File: config.mk
export PLATFORM = sky130hd
export DESIGN_NAME = owire_rom_slave
export DESIGN_NICKNAME = d
export VERILOG_FILES = /design/src/rtl/owire_pkg.sv /design/src/rtl/owire_line_watch.sv /design/src/rtl/owire_presence.sv /design/src/rtl/owire_tx_slot.sv /design/src/rtl/owire_rom_slave.sv
export SDC_FILE = /design/constraint.sdc
export NUM_CORES = 1
export LEC_CHECK = 0
export BUFFER_PORTS_ARGS = -buffer_cell sky130_fd_sc_hd__buf_2
export CAP_MARGIN = 20
export CELL_PAD_IN_SITES_DETAIL_PLACEMENT = 1
export CELL_PAD_IN_SITES_GLOBAL_PLACEMENT = 1
export CORE_MARGIN = 2
export CORE_UTILIZATION = 37
export CTS_CLUSTER_SIZE = 10
export DETAILED_ROUTE_END_ITERATION = 12
export GPL_TIMING_DRIVEN = 0
export PLACE_DENSITY = 0.86
export SKIP_LAST_GASP = 1
export SLEW_MARGIN = 10
export SYNTH_ARGS = -nofsm -noshare
export SYNTH_HDL_FRONTEND = slang
export SYNTH_SLANG_ARGS = --single-unit
File: constraint.sdc
create_clock -name clk -period 2.8 [get_ports clk]
set_input_delay 0.56 -clock clk [delete_from_list [all_inputs] [get_ports clk]]
set_output_delay 0.56 -clock clk [all_outputs]
set_load 0.05 [all_outputs]
File: src/rtl/owire_pkg.sv
// Shared types and constants for the single-wire ROM command handler.
// Assumes commands are always eight bits, sent least significant bit first.
package owire_pkg;

    localparam int CMD_BITS = 8;

    localparam logic [7:0] OP_READ   = 8'h33;
    localparam logic [7:0] OP_MATCH  = 8'h55;
    localparam logic [7:0] OP_SKIP   = 8'hCC;
    localparam logic [7:0] OP_SEARCH = 8'hF0;

    typedef enum logic [3:0] {
        ST_DEAD,      // waiting for a bus reset, line untouched
        ST_RST,       // reset low period seen, waiting for release
        ST_PRES,      // presence pulse in progress
        ST_CMD,       // collecting the command byte
        ST_READ,      // sending identity bits
        ST_MATCH,     // comparing master bits with identity
        ST_SRCH_TX,   // search: sending the true bit
        ST_SRCH_CMP,  // search: sending the complement
        ST_SRCH_RX,   // search: reading the master's choice
        ST_SEL        // addressed, hand-over to memory functions
    } rom_state_e;

endpackage

File: src/rtl/owire_line_watch.sv
// Line observer: finds falling edges, measures low time for reset detection,
// times each bit slot from its falling edge and emits one sample strobe.
// Assumes bus_in is already synchronised to clk and tick_us is one cycle wide.
module owire_line_watch #(
    parameter int RESET_US  = 480,
    parameter int SAMPLE_US = 30,
    parameter int SF_W      = 6
) (
    input  logic            clk,
    input  logic            rst_n,
    input  logic            tick_us,
    input  logic            bus_in,
    output logic            fall,
    output logic            reset_hit,
    output logic            strobe,
    output logic [SF_W-1:0] since_fall
);
    localparam int LC_W = $clog2(RESET_US + 1);
    localparam logic [SF_W-1:0] SF_SAT = {SF_W{1'b1}};

    logic            prev_q;
    logic [LC_W-1:0] low_cnt;
    logic            slot_live;

    assign fall      = prev_q & ~bus_in;
    assign reset_hit = (low_cnt >= LC_W'(RESET_US));
    assign strobe    = slot_live & ~fall & (since_fall >= SF_W'(SAMPLE_US));

    // remember last line level for edge finding
    always_ff @(posedge clk) begin
        if (!rst_n) prev_q <= 1'b1;
        else        prev_q <= bus_in;
    end

    // count ticks of continuous low level, saturating at the reset limit
    always_ff @(posedge clk) begin
        if (!rst_n || bus_in)                          low_cnt <= '0;
        else if (tick_us && low_cnt != LC_W'(RESET_US)) low_cnt <= low_cnt + 1'b1;
    end

    // ticks since the most recent falling edge, saturating
    always_ff @(posedge clk) begin
        if (!rst_n)                             since_fall <= SF_SAT;
        else if (fall)                          since_fall <= '0;
        else if (tick_us && since_fall != SF_SAT) since_fall <= since_fall + 1'b1;
    end

    // a slot is live from its edge until its single sample strobe
    always_ff @(posedge clk) begin
        if (!rst_n)      slot_live <= 1'b0;
        else if (fall)   slot_live <= 1'b1;
        else if (strobe) slot_live <= 1'b0;
    end

    assert_strobe_single_R3: assert property (@(posedge clk) disable iff (!rst_n)
        strobe |=> !strobe);

endmodule

File: src/rtl/owire_presence.sv
// Presence pulse generator: after a start request waits WAIT_US ticks, then
// requests a low drive for LEN_US ticks and signals completion.
// Assumes start arrives only while idle; abort cancels at once.
module owire_presence #(
    parameter int WAIT_US = 20,
    parameter int LEN_US  = 120
) (
    input  logic clk,
    input  logic rst_n,
    input  logic tick_us,
    input  logic start,
    input  logic abort,
    output logic pull,
    output logic done
);
    localparam int END_US = WAIT_US + LEN_US;
    localparam int PC_W   = $clog2(END_US + 1);

    logic            busy;
    logic [PC_W-1:0] cnt;
    logic            pull_q;

    assign done = busy & (cnt >= PC_W'(END_US));
    assign pull = pull_q;

    // run the wait-then-drive timer
    always_ff @(posedge clk) begin
        if (!rst_n || abort) begin
            busy <= 1'b0;
            cnt  <= '0;
        end else if (start) begin
            busy <= 1'b1;
            cnt  <= '0;
        end else if (done) begin
            busy <= 1'b0;
        end else if (busy && tick_us) begin
            cnt <= cnt + 1'b1;
        end
    end

    // drive low inside the presence window
    always_ff @(posedge clk) begin
        if (!rst_n || abort) pull_q <= 1'b0;
        else pull_q <= busy && (cnt >= PC_W'(WAIT_US)) && (cnt < PC_W'(END_US));
    end

    assert_pres_abort_R1: assert property (@(posedge clk) disable iff (!rst_n)
        abort |=> !pull);

endmodule

File: src/rtl/owire_tx_slot.sv
// Bit-slot transmitter: when armed with a 0 at a slot's falling edge, holds
// the line low until HOLD_US ticks after that edge; a 1 leaves it released.
// Assumes since_fall restarts at zero on the same edge that raises fall.
module owire_tx_slot #(
    parameter int HOLD_US = 45,
    parameter int SF_W    = 6
) (
    input  logic            clk,
    input  logic            rst_n,
    input  logic            fall,
    input  logic            arm,
    input  logic            tx_bit,
    input  logic [SF_W-1:0] since_fall,
    input  logic            abort,
    output logic            pull
);
    logic pull_q;
    assign pull = pull_q;

    // start the low drive on an armed 0 slot, end it at the hold limit
    always_ff @(posedge clk) begin
        if (!rst_n || abort)                 pull_q <= 1'b0;
        else if (fall && arm && !tx_bit)     pull_q <= 1'b1;
        else if (since_fall >= SF_W'(HOLD_US)) pull_q <= 1'b0;
    end

    assert_tx_release_R12: assert property (@(posedge clk) disable iff (!rst_n)
        (pull && !fall && since_fall >= SF_W'(HOLD_US)) |=> !pull);

endmodule

File: src/rtl/owire_rom_slave.sv
// Single-wire bus device ROM command handler (top). Detects bus resets,
// answers with presence, decodes the ROM command and runs read, match, skip
// or search against id_code; raises selected when addressed.
// Assumes ID_BITS >= 8, bus_in synchronised, tick_us one cycle per microsecond.
module owire_rom_slave
    import owire_pkg::*;
#(
    parameter int ID_BITS      = 64,
    parameter int RESET_US     = 480,
    parameter int PRES_WAIT_US = 20,
    parameter int PRES_LEN_US  = 120,
    parameter int SAMPLE_US    = 30,
    parameter int TX_HOLD_US   = 45
) (
    input  logic               clk,
    input  logic               rst_n,
    input  logic               tick_us,
    input  logic               bus_in,
    input  logic [ID_BITS-1:0] id_code,
    output logic               bus_pull,
    output logic               selected
);
    localparam int IDX_W    = $clog2(ID_BITS);
    localparam int SPAN_US  = (TX_HOLD_US > SAMPLE_US) ? TX_HOLD_US : SAMPLE_US;
    localparam int SF_W     = $clog2(SPAN_US + 2) + 1;
    localparam logic [IDX_W-1:0] ID_LAST  = IDX_W'(ID_BITS - 1);
    localparam logic [IDX_W-1:0] CMD_LAST = IDX_W'(CMD_BITS - 1);

    rom_state_e           state;
    logic [IDX_W-1:0]     idx;
    logic [CMD_BITS-1:0]  cmd_q;
    logic [CMD_BITS-1:0]  cmd_next;
    logic                 fall, reset_hit, strobe;
    logic [SF_W-1:0]      since_fall;
    logic                 pres_start, pres_pull, pres_done;
    logic                 tx_arm, tx_bit, tx_pull;
    logic                 id_bit;

    owire_line_watch #(
        .RESET_US (RESET_US),
        .SAMPLE_US(SAMPLE_US),
        .SF_W     (SF_W)
    ) u_watch (
        .clk       (clk),
        .rst_n     (rst_n),
        .tick_us   (tick_us),
        .bus_in    (bus_in),
        .fall      (fall),
        .reset_hit (reset_hit),
        .strobe    (strobe),
        .since_fall(since_fall)
    );

    owire_presence #(
        .WAIT_US(PRES_WAIT_US),
        .LEN_US (PRES_LEN_US)
    ) u_pres (
        .clk    (clk),
        .rst_n  (rst_n),
        .tick_us(tick_us),
        .start  (pres_start),
        .abort  (reset_hit),
        .pull   (pres_pull),
        .done   (pres_done)
    );

    owire_tx_slot #(
        .HOLD_US(TX_HOLD_US),
        .SF_W   (SF_W)
    ) u_tx (
        .clk       (clk),
        .rst_n     (rst_n),
        .fall      (fall),
        .arm       (tx_arm),
        .tx_bit    (tx_bit),
        .since_fall(since_fall),
        .abort     (reset_hit),
        .pull      (tx_pull)
    );

    // identity bit at the current position and the slot drive request
    always_comb begin
        id_bit   = id_code[idx];
        cmd_next = {bus_in, cmd_q[CMD_BITS-1:1]};
        tx_arm   = (state == ST_READ) || (state == ST_SRCH_TX) || (state == ST_SRCH_CMP);
        tx_bit   = (state == ST_SRCH_CMP) ? ~id_bit : id_bit;
        pres_start = (state == ST_RST) && !reset_hit && bus_in;
    end

    assign bus_pull = pres_pull | tx_pull;
    assign selected = (state == ST_SEL);

    // advance the ROM command state machine
    always_ff @(posedge clk) begin
        if (!rst_n) begin
            state <= ST_DEAD;
            idx   <= '0;
            cmd_q <= '0;
        end else if (reset_hit) begin
            state <= ST_RST;
            idx   <= '0;
        end else begin
            case (state)
                ST_RST: if (pres_start) state <= ST_PRES;
                ST_PRES: if (pres_done) begin
                    state <= ST_CMD;
                    idx   <= '0;
                end
                ST_CMD: if (strobe) begin
                    cmd_q <= cmd_next;
                    if (idx == CMD_LAST) begin
                        idx <= '0;
                        case (cmd_next)
                            OP_READ:   state <= ST_READ;
                            OP_MATCH:  state <= ST_MATCH;
                            OP_SKIP:   state <= ST_SEL;
                            OP_SEARCH: state <= ST_SRCH_TX;
                            default:   state <= ST_DEAD;
                        endcase
                    end else begin
                        idx <= idx + 1'b1;
                    end
                end
                ST_READ: if (strobe) begin
                    if (idx == ID_LAST) state <= ST_SEL;
                    else                idx   <= idx + 1'b1;
                end
                ST_MATCH: if (strobe) begin
                    if (bus_in != id_bit)    state <= ST_DEAD;
                    else if (idx == ID_LAST) state <= ST_SEL;
                    else                     idx   <= idx + 1'b1;
                end
                ST_SRCH_TX:  if (strobe) state <= ST_SRCH_CMP;
                ST_SRCH_CMP: if (strobe) state <= ST_SRCH_RX;
                ST_SRCH_RX: if (strobe) begin
                    if (bus_in != id_bit)    state <= ST_DEAD;
                    else if (idx == ID_LAST) state <= ST_SEL;
                    else begin
                        idx   <= idx + 1'b1;
                        state <= ST_SRCH_TX;
                    end
                end
                default: ;
            endcase
        end
    end

    assert_reset_deselect_R1: assert property (@(posedge clk) disable iff (!rst_n)
        reset_hit |=> !selected);

    assert_single_driver_R2: assert property (@(posedge clk) disable iff (!rst_n)
        !(pres_pull && tx_pull));

    assert_select_sticky_R5: assert property (@(posedge clk) disable iff (!rst_n)
        (selected && !reset_hit) |=> selected);

    assert_dead_quiet_R6: assert property (@(posedge clk) disable iff (!rst_n)
        (state == ST_DEAD) |-> !tx_pull);

endmodule

==> run_results.csv <==
group,metric,value,unit
power,peakVddDrop,0.213,mV
timing,fin_ws,24.5,ps
cts,clkLatencyLatePin,300,ps
cts,clock_sinks,46,
route,drtIter0Drc,178,
die,ios,70,
flow_run,maxCapViolations,0,
cts,htreeDepth,2,
setup_path,critPathLaunch,"idx[0]$_SDFFE_PP0P_",
synth,yosysWarnings,0,
route,finalWirelength,10100,um
setup_path,cp-start-kind,"flop",
grt,grt_start_max_net_pins,14,
synth,syn_nets,443,
die,dieHeight,96.8,um
cts,clockBufferDepth,2,
layout,area_growth,23.9,%
synth,synth_cell_types,61,
timing,hold_viol,0,
timing,tightest_slew,596,ps
placed_design,dpl_worst_slack,-375,ps
die,start_util,0.384,
hold_path,hold_end,"u_tx.pull$_SDFFE_PP0P_",
synth,ys_top_cells_by_area,"dfxtp_1 (29%), mux4_2 (9.9%), mux2i_1 (4.4%)",
power,power.density,358,mW/mm2
route,drt_first_pass_iters,4,
synth,synthCells,367,
route,wl_per_cell,18.2,um
placed_design,numPortBuffers,69,
setup_path,r2r_start,"idx[0]$_SDFFE_PP0P_",
timing,setup_viol,0,
grt,grt_overflow,0,
timing,max-slew-margin-rel,0.602,
placed_design,place_area,0.00367,mm2
die,die_w,96.8,um
grt,grt_pass1_wl,15800,um
setup_path,critPathMaxFanout,9,
die,core_area,0.00830,mm2
synth,synth_edf_count,0,
layout,postLayoutCoreUtil,0.476,
cts,cts_tree,"done",
timing,finClkSkew,6.98,ps
setup_path,reg2reg_depth,8,
synth,synth.ff_latch_count,46,
placed_design,gp_congestion,0.869,
cts,clockRootBuffer,"clkbuf_8",
route,drc,0,
hold_path,min_from,"u_tx.pull$_SDFFE_PP0P_",
hold_path,whs_path_depth,2,
placed_design,dp_hpwl,7180,um
timing,hold_ws,490,ps
die,die-area,0.00938,mm2
setup_path,crit_type,"reg2reg",
layout,final_nets,529,
hold_path,hold_path_class,"reg2reg",
timing,fin_crit_sh,0.991,
synth,yosys_most_used_dff,"dfxtp_1",
placed_design,numPlacedInstances,541,
setup_path,end_kind,"flop",
layout,drive_above_1_share,0.280,
layout,post-route-cell-area,0.00395,mm2
timing,rsz0062_at_grt,"yes",
setup_path,r2r_end,"idx[5]$_SDFFE_PP0P_",
synth,yosysTopAreaCellShare,0.289,
route,ant_nets,0,
cts,clkTransAtPathRegs,90,ps
grt,antenna_found_initial,0,
synth,mappedNetlistArea,0.00319,mm2
setup_path,reg2reg_slack,20,ps
power,power_leakage,1.50,nW
route,vias,3269,
layout,diodes,0,
setup_path,worstPathArrival,2980,ps
synth,yosys.area.top_type,"dfxtp_1",
die,rows,33,
grt,grt_pass1_vias,3332,
timing,tns,0,ps
cts,ctsHoldBuffers,0,
power,p_total,1.41,mW
timing,fmax,360,MHz
timing,slew_viol_final,0,
layout,post_layout_nonfiller_instances,558,
synth,seq_area_frac_synth,0.289,
synth,synth_area_per_cell,8.69,um2
cts,cts_made_buffers,5,
setup_path,crit_required,3010,ps
timing,post-route-min-period,2780,ps
grt,grt_usage,0.199,
run_status,status,"finished clean",
synth,async_reset_ff_frac,0,
route,vias_per_cell,5.86,
where the power goes:
group	switching (mW)	internal (mW)
logic	0.104	0.104
registers	0.0244	0.668
clock network	0.227	0.286
total	0.356	1.06
layout by cell type (no fill, tap or decap), types with 3 or more instances in the layout:
master and instances:
nor3_1 4, and3_1 14, mux2i_1 14, clkbuf_8 6, nor2_1 34, buf_2 71
a21oi_1 22, or3_1 5, and2_1 3, nand4_1 14, o21ai_0 21, nand2b_1 3
xor2_1 12, ha_1 8, clkbuf_1 15, a311oi_1 3, nand3b_1 4, o211ai_1 4
nor4bb_1 6, inv_1 13, nand3_1 7, buf_4 11, dfxtp_1 44, mux4_2 14
nor2b_1 12, xnor2_1 4, nand2_1 29
logic make-up after synthesis:
family	after synthesis	share of synthesized area
simple gates	146	0.247
compound gates	84	0.180
flops	46	0.289
fa+ha+maj	8	0.0314
buf+inv	33	0.0428
mux	33	0.163
xor+xnor	17	0.0467
Yosys cell counts, types with 3 or more instances:
| master | instances |
|---|---|
| mux4_2 | 14 |
| nand4_1 | 14 |
| nor2b_1 | 12 |
| ha_1 | 8 |
| xor2_1 | 12 |
| and2_1 | 3 |
| and3_1 | 14 |
| a311oi_1 | 3 |
| clkbuf_1 | 17 |
| nor4bb_1 | 6 |
| o21ai_0 | 21 |
| nand3b_1 | 4 |
| nand2_1 | 29 |
| a221oi_1 | 3 |
| o2bb2ai_1 | 3 |
| mux2i_1 | 14 |
| nand3_1 | 7 |
| a21oi_1 | 23 |
| nor2_1 | 35 |
| nand2b_1 | 3 |
| dfxtp_1 | 46 |
| or3_1 | 5 |
| o211ai_1 | 4 |
| inv_1 | 13 |
| nor3_1 | 5 |
| xnor2_1 | 5 |
sequential cells by signal, indices dropped and copies added, names as in the netlist, 4 cells and up:
name / count
u_watch.since_fall: 7
cmd_q: 7
state: 4
u_pres.cnt: 8
u_watch.low_cnt: 9
idx: 6
how the worst max path moves through the flow:
| stage | slack [ps] | to | cells past startpoint |
|---|---|---|---|
| global placement | -250 | state[2]$_SDFFE_PP0P_ | 9 |
| detailed placement | -380 | state[2]$_SDFFE_PP0P_ | 9 |
| finish | 20 | idx[5]$_SDFFE_PP0P_ | 8 |
| global route | -70 | state[2]$_SDFFE_PP0P_ | 8 |
| floorplan | 80 | idx[5]$_SDFFE_PP0P_ | 8 |
| CTS | 5 | idx[5]$_SDFFE_PP0P_ | 8 |
critical path: stages (launching register included):
cell and delay [ps]:
dfxtp_4 380, buf_12 120, mux4_2 530, mux2_4 300
a221oi_4 330, nor2_4 60, mux2_4 340, or3_4 410
o41ai_2 190
routing by layer:
layer | up-vias | routed length, um | track usage
met5 | - | 0 | 0
met4 | 0 | 149 | 0.0542
met3 | 11 | 491 | 0.0282
met2 | 97 | 5270 | 0.360
met1 | 1619 | 4240 | 0.247
li1 | 1542 | - | -
cell type report:
cell class / count / area [um2]
buffer: 19 / 97.6
clock buffer: 6 / 82.6
clock inverter: 1 / 30.0
fill: 1014 / 4350
inverter: 13 / 48.8
multi-input combinational: 288 / 2210
sequential: 46 / 926
tap: 105 / 131
timing repair buffer: 80 / 428
what timing repair did:
action                                  in CTS  in global routing
pin swaps                                    0                  8
endpoints found under the setup margin      10                 10
resized for setup                           10                 10
buffers inserted                             2                  9
Note: power is estimated with default switching activity, not from simulation.
